## src/rtl/owi_pkg.sv

```systemverilog
package owi_pkg;
  typedef enum logic [1:0] {FR_IDLE, FR_RX, FR_TX, FR_STOP} fr_state_t;
  typedef enum logic [1:0] {BM_ARM, BM_WAIT, BM_COUNT, BM_DONE} bm_state_t;
  localparam logic [7:0] OPEN_CMD = 8'h00;
  localparam int DATA_BITS = 8;
  localparam int BREAK_BITS = 11;
endpackage

```

## src/rtl/owi_line_sync.sv

```systemverilog
module owi_line_sync #(
  parameter int STAGES = 2
) (
  input  logic clk,
  input  logic rst,
  input  logic line_i,
  output logic line_s,
  output logic fall
);
  logic [STAGES:0] sh;

  always_ff @(posedge clk) begin
    if (rst) sh <= '1;
    else     sh <= {sh[STAGES-1:0], line_i};
  end

  assign line_s = sh[STAGES-1];
  assign fall   = sh[STAGES] & ~sh[STAGES-1];
endmodule

```

## src/rtl/owi_baud_meter.sv

```systemverilog
module owi_baud_meter
  import owi_pkg::*;
#(
  parameter int CNT_W = 16
) (
  input  logic             clk,
  input  logic             rst,
  input  logic             clear,
  input  logic             line_s,
  input  logic             fall,
  output logic             locked,
  output logic [CNT_W-1:0] period
);
  bm_state_t        st;
  logic [CNT_W-1:0] cnt;

  always_ff @(posedge clk) begin
    if (rst || clear) begin
      st     <= BM_ARM;
      cnt    <= '0;
      locked <= 1'b0;
      period <= '0;
    end else begin
      case (st)
        BM_ARM:  if (line_s) st <= BM_WAIT;
        BM_WAIT: if (fall) begin
          cnt <= CNT_W'(1);
          st  <= BM_COUNT;
        end
        BM_COUNT: begin
          if (fall) begin
            // Eight bit periods between the two edges: divide by shifting.
            if (cnt[CNT_W-1:3] == '0) st <= BM_ARM;
            else begin
              period <= {3'b000, cnt[CNT_W-1:3]};
              st     <= BM_DONE;
            end
          end else if (cnt == '1) begin
            st <= BM_ARM;
          end else begin
            cnt <= cnt + CNT_W'(1);
          end
        end
        default: if (line_s) locked <= 1'b1;
      endcase
    end
  end
endmodule

```

## src/rtl/owi_break_det.sv

```systemverilog
module owi_break_det
  import owi_pkg::*;
#(
  parameter int CNT_W = 16
) (
  input  logic             clk,
  input  logic             rst,
  input  logic             en,
  input  logic             line_s,
  input  logic [CNT_W-1:0] period,
  output logic             brk
);
  localparam int LW = CNT_W + 4;

  logic [LW-1:0] run;
  logic [LW-1:0] lim;
  logic [LW-1:0] p_ext;

  assign p_ext = {4'b0000, period};
  // BREAK_BITS (11) bit periods = 8P + 2P + P
  assign lim = (p_ext << 3) + (p_ext << 1) + p_ext;

  always_ff @(posedge clk) begin
    if (rst || !en) begin
      run <= '0;
      brk <= 1'b0;
    end else begin
      brk <= 1'b0;
      if (line_s) run <= '0;
      else if (run == lim) begin
        brk <= 1'b1;
        run <= '0;
      end else begin
        run <= run + LW'(1);
      end
    end
  end
endmodule

```

## src/rtl/owi_debug_port.sv

```systemverilog
module owi_debug_port
  import owi_pkg::*;
#(
  parameter int CNT_W       = 16,
  parameter int SYNC_STAGES = 2
) (
  input  logic             clk,
  input  logic             rst,
  input  logic             dev_reset_i,
  input  logic             line_i,
  output logic             line_drive_low_o,
  input  logic             tx_load_i,
  input  logic [7:0]       tx_byte_i,
  output logic             tx_busy_o,
  output logic             tx_done_o,
  output logic             rx_valid_o,
  output logic [7:0]       rx_byte_o,
  input  logic             crc_bad_i,
  output logic             crc_err_o,
  output logic             baud_locked_o,
  output logic [CNT_W-1:0] bit_period_o,
  output logic             session_open_o,
  output logic             halt_o
);
  localparam int TW = CNT_W + 4;
  localparam logic [3:0] LAST_DATA = 4'(DATA_BITS);
  localparam logic [3:0] PAR_SLOT  = 4'(DATA_BITS + 1);

  logic             line_s, fall, locked, brk;
  logic [CNT_W-1:0] period;
  logic [TW-1:0]    p_ext, t, nxt;
  fr_state_t        st;
  logic [3:0]       idx;
  logic [2:0]       bsel;
  logic [7:0]       rx_sh, txb;
  logic             pend, open_q, rst_seen, drv_next;

  owi_line_sync #(.STAGES(SYNC_STAGES)) u_sync (
    .clk(clk), .rst(rst), .line_i(line_i), .line_s(line_s), .fall(fall)
  );

  owi_baud_meter #(.CNT_W(CNT_W)) u_meter (
    .clk(clk), .rst(rst), .clear(brk), .line_s(line_s), .fall(fall),
    .locked(locked), .period(period)
  );

  owi_break_det #(.CNT_W(CNT_W)) u_brk (
    .clk(clk), .rst(rst), .en(locked), .line_s(line_s), .period(period), .brk(brk)
  );

  assign p_ext = {4'b0000, period};
  assign bsel  = idx[2:0] - 3'd1;

  always_comb begin
    drv_next = 1'b0;
    if (st == FR_TX && idx >= 4'd1 && idx <= PAR_SLOT)
      drv_next = (idx == PAR_SLOT) ? 1'b1 : ~txb[bsel];
  end

  always_ff @(posedge clk) begin
    if (rst) begin
      st <= FR_IDLE; idx <= '0; t <= '0; nxt <= '0;
      rx_sh <= '0; txb <= '0; pend <= 1'b0; open_q <= 1'b0;
      rst_seen <= 1'b0; halt_o <= 1'b0; line_drive_low_o <= 1'b0;
      rx_valid_o <= 1'b0; rx_byte_o <= '0; tx_done_o <= 1'b0; crc_err_o <= 1'b0;
    end else begin
      rx_valid_o <= 1'b0;
      tx_done_o  <= 1'b0;
      crc_err_o  <= crc_bad_i & open_q;
      // Reset must be held from before calibration ends up to the opening byte.
      if (!dev_reset_i)  rst_seen <= 1'b0;
      else if (!locked)  rst_seen <= 1'b1;
      if (brk) begin
        st <= FR_IDLE; open_q <= 1'b0; pend <= 1'b0; line_drive_low_o <= 1'b0;
      end else begin
        line_drive_low_o <= drv_next;
        if (tx_load_i && open_q && !pend) begin
          pend <= 1'b1;
          txb  <= tx_byte_i;
        end
        case (st)
          FR_IDLE: if (locked && fall) begin
            t   <= TW'(1);
            idx <= '0;
            if (pend && open_q) begin
              st  <= FR_TX;
              nxt <= p_ext;
            end else begin
              st  <= FR_RX;
              nxt <= p_ext >> 1;
            end
          end
          FR_RX: begin
            t <= t + TW'(1);
            if (t == nxt) begin
              nxt <= nxt + p_ext;
              idx <= idx + 4'd1;
              if (idx >= 4'd1 && idx <= LAST_DATA) rx_sh <= {line_s, rx_sh[7:1]};
              if (idx == PAR_SLOT) begin
                st <= FR_STOP;
                if (open_q) begin
                  rx_valid_o <= 1'b1;
                  rx_byte_o  <= rx_sh;
                end else if (rx_sh == OPEN_CMD) begin
                  open_q     <= 1'b1;
                  rx_valid_o <= 1'b1;
                  rx_byte_o  <= rx_sh;
                  if (rst_seen && dev_reset_i) halt_o <= 1'b1;
                end
              end
            end
          end
          FR_TX: begin
            t <= t + TW'(1);
            if (t == nxt) begin
              nxt <= nxt + p_ext;
              idx <= idx + 4'd1;
              if (idx == PAR_SLOT) begin
                st        <= FR_STOP;
                pend      <= 1'b0;
                tx_done_o <= 1'b1;
              end
            end
          end
          default: if (line_s) st <= FR_IDLE;
        endcase
      end
    end
  end

  assign tx_busy_o      = pend;
  assign baud_locked_o  = locked;
  assign bit_period_o   = period;
  assign session_open_o = open_q;
endmodule

```

## config.mk

```make
export PLATFORM = sky130hd
export DESIGN_NAME = owi_debug_port
export DESIGN_NICKNAME = d
export VERILOG_FILES = /design/src/rtl/owi_pkg.sv /design/src/rtl/owi_line_sync.sv /design/src/rtl/owi_baud_meter.sv /design/src/rtl/owi_break_det.sv /design/src/rtl/owi_debug_port.sv
export SDC_FILE = /design/constraint.sdc
export NUM_CORES = 1
export LEC_CHECK = 0
export ABC_CLOCK_PERIOD_IN_PS = 5100
export BUFFER_PORTS_ARGS = -buffer_cell sky130_fd_sc_hd__buf_2
export CAP_MARGIN = 10
export CORE_MARGIN = 4
export CORE_UTILIZATION = 45
export DETAILED_ROUTE_END_ITERATION = 10
export SLEW_MARGIN = 20
export SYNTH_ARGS = -nofsm -noshare
export SYNTH_HDL_FRONTEND = slang
export SYNTH_SLANG_ARGS = --single-unit
export TNS_END_PERCENT = 100
```

## constraint.sdc

```tcl
create_clock -name clk -period 5.1 [get_ports clk]
set_input_delay 1.02 -clock clk [delete_from_list [all_inputs] [get_ports clk]]
set_output_delay 1.02 -clock clk [all_outputs]
set_load 0.03 [all_outputs]
```

; After elaboration in Yosys (flattened, before gate mapping)
; Index checks and enable logic that the tools add are counted.
[word_totals]
in_bits = 14
elab_cells = 144
out_inout_bits = 32
regBits = 134
[classes]
add_sub_neg = 8
mux = 38
reduce_logical = 42
magnitude_cmp = 4
n_eq_ne = 16
bitwise_logic = 14
[op_table]
columns = operator, count
row1 = $pmux 20 s2, 2
row2 = $mux 20, 3
row3 = $mux 16, 3
row4 = $add 20x1->20 const B, 2
row5 = $add 20x13->20, 2
row6 = $eq 20x20->1, 2
row7 = $pmux 16 s2, 1
row8 = $mux 2, 10
row9 = $reduce_and 4->1, 5
row10 = $add 16x14->17, 1
row11 = $add 16x1->16 const B, 1
row12 = $eq 16x16->1 const B, 1
row13 = $mux 8, 2
row14 = $logic_not 13->1, 1
row15 = $mux 13, 1
row16 = $not 1->1, 12
row17 = $mux 1, 10
row18 = $ne 2x2->1 const B, 5
row19 = $reduce_and 3->1, 3
row20 = $reduce_or 3->1, 3
row21 = $le 4x4->1 const B, 2
row22 = $logic_and 1x1->1, 8
row23 = $logic_not 8->1, 1
row24 = $mux 4, 2
row25 = 25 further kinds, 39

; Logic depth before layout (Yosys ltp)
[depth]
ltp_word = 6
mapped_depth = 20
mapped_depth_nobuf = 17

; Modules after synthesis
; A second synthesis with hierarchy kept.
[hier_totals]
hier_cells = 1056
area_unflattened_um2 = 8894.8
[by_module_without_submodules]
columns = mod, area_each_um2, seq_area_each_um2, cells_each, instances
row1 = owi_debug_port, 4579.4, 1561.5, 543, 1
row2 = owi_break_det, 2508.7, 420.4, 302, 1
row3 = owi_baud_meter, 1721.7, 640.6, 204, 1
row4 = owi_line_sync, 85.1, 60.1, 7, 1

; Worst setup path after synthesis
; No wires, ideal clock.
[synth_timing]
path_type = register -> register
start = reg u_meter.period[3]
end = reg u_brk.run[5]
path_buffers = 2
arrival_time_ps = 4034
period_less_slack_ps = 4170
t_required_ps = 4964
stages_incl_launch_ff = 17
setup_time_ps = 136
setup_slack_ps = 930
path_cell_list = dfxtp_1 ha_1 a211oi_1 nor2_1 o2111ai_1 nand2_1 xor2_1 ha_1 a21o_1 or3_1 o21ai_1 xnor3_1 a2111oi_0 and4b_1 buf_6 buf_12 nor3_2
[synth_via]
elab_chain_len = 4
[synth_lines]
columns = element, line_no
row1 = from (decl), owi_baud_meter.sv:12  ; output logic [CNT_W-1:0] period
row2 = from (signal assigned), owi_baud_meter.sv:35  ; period <= {3'b000, cnt[CNT_W-1:3]};
row3 = $add 16x14->17, owi_break_det.sv:21  ; assign lim = (p_ext << 3) + (p_ext << 1) + p_ext;
row4 = $add 20x13->20 (*), owi_break_det.sv:21
row5 = $eq 20x20->1 (*), owi_break_det.sv:30  ; else if (run == lim) begin
row6 = $reduce_or 3->1 (no source line) (*), n/a
row7 = to (signal assigned), owi_break_det.sv:34  ; run <= run + LW'(1);
row8 = to (decl), owi_break_det.sv:15  ; logic [LW-1:0] run;
; Every way passes the cells marked *; elsewhere a longest branch is shown, timed or not.
; A chain may end at the register's enable or synchronous reset.

; Final worst setup path
[layout_timing]
start = reg u_meter.period[6]
end = reg u_brk.run[13]
; Same word-level chain as after synthesis.

==> run summary <==
The run finished with clean final reports. The number of maximum-capacitance violations is 0. Sorting the synthesized cells by area gives the leading types as sky130_fd_sc_hd__dfxtp_1 33%, sky130_fd_sc_hd__ha_1 7.8%, sky130_fd_sc_hd__xnor2_1 6.3%. Before antenna repair, the detailed router went through 5 iterations. The fraction of registers with async set/reset came out at 0. The number of post-CTS setup repair buffers came out at 0. The area growth from synthesis to final layout is 12.4%. Clock tree synthesis selected as its root buffer the cell sky130_fd_sc_hd__clkbuf_16. The post-cts sizing count is 0. 0 antenna diodes ended up in the layout. The insertion delay of the later-clocked pin in the worst-skew pair is 0.43 ns. The highest net fanout along the worst path came out at 17.

The half-perimeter wire length of the detailed placement result came out at 14100 um. The final global-route overflow total is 0. The DRC violation count after routing came out at 0. The detailed-route via count came out at 6737. The peak clock frequency supported by timing is 221 MHz. The number of design-rule violations left by the first detailed-router iteration is 482.

The worst register-to-register path ends at u_brk.run[13]. Of all cell types, the one taking the most synthesized area is sky130_fd_sc_hd__dfxtp_1. The endpoint required time on the critical path is 5.37 ns. The max-slew violation count was 0. The CTS H-tree depth came out at 4. The total track usage came out at 0.195.

VDD sags by at most 246 uV. In this run the worst hold path is classified as reg2reg. The number of cell instances on the worst register-to-register path came out at 14. At the end of the flow, the number of nets in the layout was 1073. The number of distinct library cells after synthesis came out at 68. The sequential cell area fraction in the yosys report came out at 0.327.

The chip height came out at 143 um. The total of fill cells in the finished design came out at 1726. The average instance in the mapped netlist occupies 8.46 um2. The maximum count of clock buffers along a single path came out at 2.

The quantity of hold-fixing buffers added after cts is 0. The die width is 143 um. The worst setup path is captured at a flop.

The count of clock tree sinks is 134. The routed via count divided by cell count came out at 5.40. Of the post-synthesis cell area, the dominant cell type holds 0.327. The placement-stage worst setup slack came out at 0.614 ns. In the final layout, the share of cells above drive strength 1 is 0.109. The first global-routing pass estimated 32400 um of wire. The setup violation total in the final timing report is 0.

The number of cells produced by synthesis is 969. In the global route stage, met3 resource usage came out at 0.0385. The cell-internal power is 1.84 mW. For this run, global-route usage on met2 was measured as 0.301. In the synthesized netlist, the cells that appear most often are 134 x sky130_fd_sc_hd__dfxtp_1, 129 x sky130_fd_sc_hd__nor2_1, 72 x sky130_fd_sc_hd__nand2_1, 63 x sky130_fd_sc_hd__a21oi_1, 59 x sky130_fd_sc_hd__xnor2_1. The power per standard cell area is 277 nW/um2. STA classifies the critical path startpoint as a flop.

The worst setup margin came out at 0.582 ns. 46 I/O pins were placed. The most numerous cell in the Yosys netlist is sky130_fd_sc_hd__dfxtp_1. The die covers 20400 um2. The global placement routability congestion is 0.880. At the pin with the least slew margin, the transition time is 1.07 ns. The met1 routing resource usage after global routing is 0.280. The switching share of power came out at 0.280. For the finished layout, the period the worst path requires is 4.52 ns.

The total number of placement rows is 49. The sum of negative setup slack is 0 ns. The critical path arrival is 4.78 ns.

The net switching component of the power is 715 uW. The via count of the first global-routing pass is 6421. The sequential share of power is 0.423. The initial standard-cell utilization of the core came out at 0.456. The proportion of power drawn by combinational gates is 0.082. Setup repair after global routing left no endpoint under its margin. The pin count of the biggest net entering global routing came out at 50. Yosys mapped a number of flops with a built-in enable equal to 0. The dominant synthesized flop cell is sky130_fd_sc_hd__dfxtp_1. Across the routed clock network, the largest skew measured is 0.0144 ns.

During synthesis, Yosys emitted a total of 0 warnings. The termination of the worst setup path is u_brk.run[13]. The worst slew margin relative to its limit came out at 0.288.

The netlist area before placement came out at 8200 um2. The launching instance or port of the critical path is u_meter.period[6]. The worst setup slack for register-to-register paths came out at 0.58 ns. Summed over all cells, the static leakage comes to 4.04 nW.

In this run the critical register-to-register path is launched from u_meter.period[6]. The clock-pin slew reported for the worst setup and hold paths after clock tree synthesis came out at 0.06 ns. The sum of routed wire length over all layers is 19200 um.

The relative contribution of the clock network to total power came out at 0.495. Buffers placed on the I/O ports in this run total 42. The critical path is of the reg2reg type.

Of the available clock period, the critical path in the final layout requires 0.886. The number of hold-slack violations in the final timing report is 0. TritonCTS built the clock tree. The synthesis-stage register bit count came out at 134. The number of buffers added by the clock tree synthesis step is 17. The count of nets left with antenna violations after detail routing is 0. The initial antenna violation count is 0. The core region area came out at 18000 um2. Dividing the detail-routed wire length by the instance count gives 15.4 um. met2 is the most crowded layer.
-- cells by family (layout without fill, tap and decap cells) --
family,count (synthesis),in the layout,share of synthesized area
and+or+nand+nor,370,370,0.223
AOI/OAI and AO/OA,178,178,0.138
DFF,134,134,0.327
xor gates and xnor gates,116,116,0.127
buffers and inverters,68,115,0.0356
adders and majority gates,55,55,0.0864
muxes,47,47,0.0611
other,1,3,0.000458
-- state kept, by name, indices dropped and copies added, names as in the netlist, 3 cells and up --
name and flops:
nxt 20, t 20, u_brk.run 20, u_meter.cnt 16, u_meter.period 13, rx_byte_o 8, rx_sh 8, txb 8
idx 4, u_sync.sh 3
-- worst min path at each step --
stage | from | to | cells after the start
3_5_place_dp | u_sync.sh[0] | u_sync.sh[1] | 1
5_1_grt | u_sync.sh[0] | u_sync.sh[1] | 1
3_3_place_gp | u_sync.sh[0] | u_sync.sh[1] | 1
6_report | u_sync.sh[0] | u_sync.sh[1] | 1
4_1_cts | u_sync.sh[0] | u_sync.sh[1] | 1
2_1_floorplan | u_sync.sh[0] | u_sync.sh[1] | 1
-- cell usage in the layout, fill, tap and decap left out, types with 4 or more instances in the layout --
master                      instances
sky130_fd_sc_hd__o21ai_0           31
sky130_fd_sc_hd__xnor2_1           59
sky130_fd_sc_hd__mux2i_1           44
sky130_fd_sc_hd__o2111ai_1          4
sky130_fd_sc_hd__nor4_1             7
sky130_fd_sc_hd__a211o_1            4
sky130_fd_sc_hd__a31oi_1            4
sky130_fd_sc_hd__buf_2             42
sky130_fd_sc_hd__buf_4             11
sky130_fd_sc_hd__nand2_1           72
sky130_fd_sc_hd__and3_1            18
sky130_fd_sc_hd__a21o_1            10
sky130_fd_sc_hd__or3_1              9
sky130_fd_sc_hd__nand3_1           37
sky130_fd_sc_hd__nor3_2            11
sky130_fd_sc_hd__o21a_1             6
sky130_fd_sc_hd__nor2_1           129
sky130_fd_sc_hd__ha_1              51
sky130_fd_sc_hd__clkbuf_16         17
sky130_fd_sc_hd__nor3_1            21
sky130_fd_sc_hd__inv_6              4
sky130_fd_sc_hd__inv_8              4
sky130_fd_sc_hd__a21boi_0           5
sky130_fd_sc_hd__nand4_1           18
sky130_fd_sc_hd__nor2b_1            9
sky130_fd_sc_hd__nand2b_1           7
sky130_fd_sc_hd__xor2_1            55
sky130_fd_sc_hd__dfxtp_1          134
sky130_fd_sc_hd__a211oi_1          15
sky130_fd_sc_hd__o211ai_1           6
sky130_fd_sc_hd__or2_2              6
sky130_fd_sc_hd__and4_1             5
sky130_fd_sc_hd__inv_1             30
sky130_fd_sc_hd__a21oi_1           63
-- worst max-delay path: stages (launching register included) --
cell                        delay [ns]
sky130_fd_sc_hd__dfxtp_1          0.42
sky130_fd_sc_hd__ha_1             0.29
sky130_fd_sc_hd__or4_1            0.55
sky130_fd_sc_hd__o2111ai_1        0.33
sky130_fd_sc_hd__nand2_1          0.16
sky130_fd_sc_hd__xor2_1           0.17
sky130_fd_sc_hd__ha_1             0.33
sky130_fd_sc_hd__a21o_1           0.20
sky130_fd_sc_hd__or3_1            0.34
sky130_fd_sc_hd__o21ai_1          0.28
sky130_fd_sc_hd__xnor3_1          0.38
sky130_fd_sc_hd__a2111oi_0        0.34
sky130_fd_sc_hd__and4b_1          0.23
sky130_fd_sc_hd__buf_4            0.25
sky130_fd_sc_hd__nor3_1           0.08
-- final cells by class --
type / count / area [um2] / area share
clock buffers: 17 / 425 / 0.0462
clock inverters: 15 / 184 / 0.0200
inverters: 30 / 113 / 0.0122
multi-input cells: 769 / 5230 / 0.568
flip-flops and latches: 134 / 2680 / 0.291
well taps: 229 / 287 / 0.0311
repair buffers: 53 / 293 / 0.0318
-- layer usage --
| metal | vias to the layer above | part of all wire | wire length [um] |
|---|---|---|---|
| li1 | 3490 | - | - |
| met5 | - | 0 | 0 |
| met1 | 3106 | 0.50 | 9660 |
| met2 | 122 | 0.44 | 8560 |
| met3 | 19 | 0.039 | 759 |
| met4 | 0 | 0.013 | 254 |
-- stage by stage --
stage | hold WS [ns] | total power [mW] | area, um2 | util | std cells
2_1_floorplan | 0.389 | 1.26 | 8200 | - | 971
6_report | 0.414 | 2.55 | 9210 | 0.513 | 1247
5_1_grt | 0.440 | 2.66 | 9210 | 0.513 | 1247
4_1_cts | 0.417 | 2.58 | 9210 | 0.513 | 1247
3_3_place_gp | 0.391 | 1.31 | 8600 | 0.479 | 1215
3_5_place_dp | 0.400 | 1.31 | 8600 | 0.479 | 1215
-- power by group through the flow --
stage / Combinational, mW / Sequential (mW) / Clock, mW
after CTS: 0.209 / 1.08 / 1.29
after floorplan: 0.162 / 1.10 / 0
after global routing: 0.239 / 1.08 / 1.34
after detailed placement: 0.209 / 1.10 / 0
after global placement: 0.209 / 1.10 / 0
final: 0.208 / 1.08 / 1.26
Power figures use the tool's default switching activity.
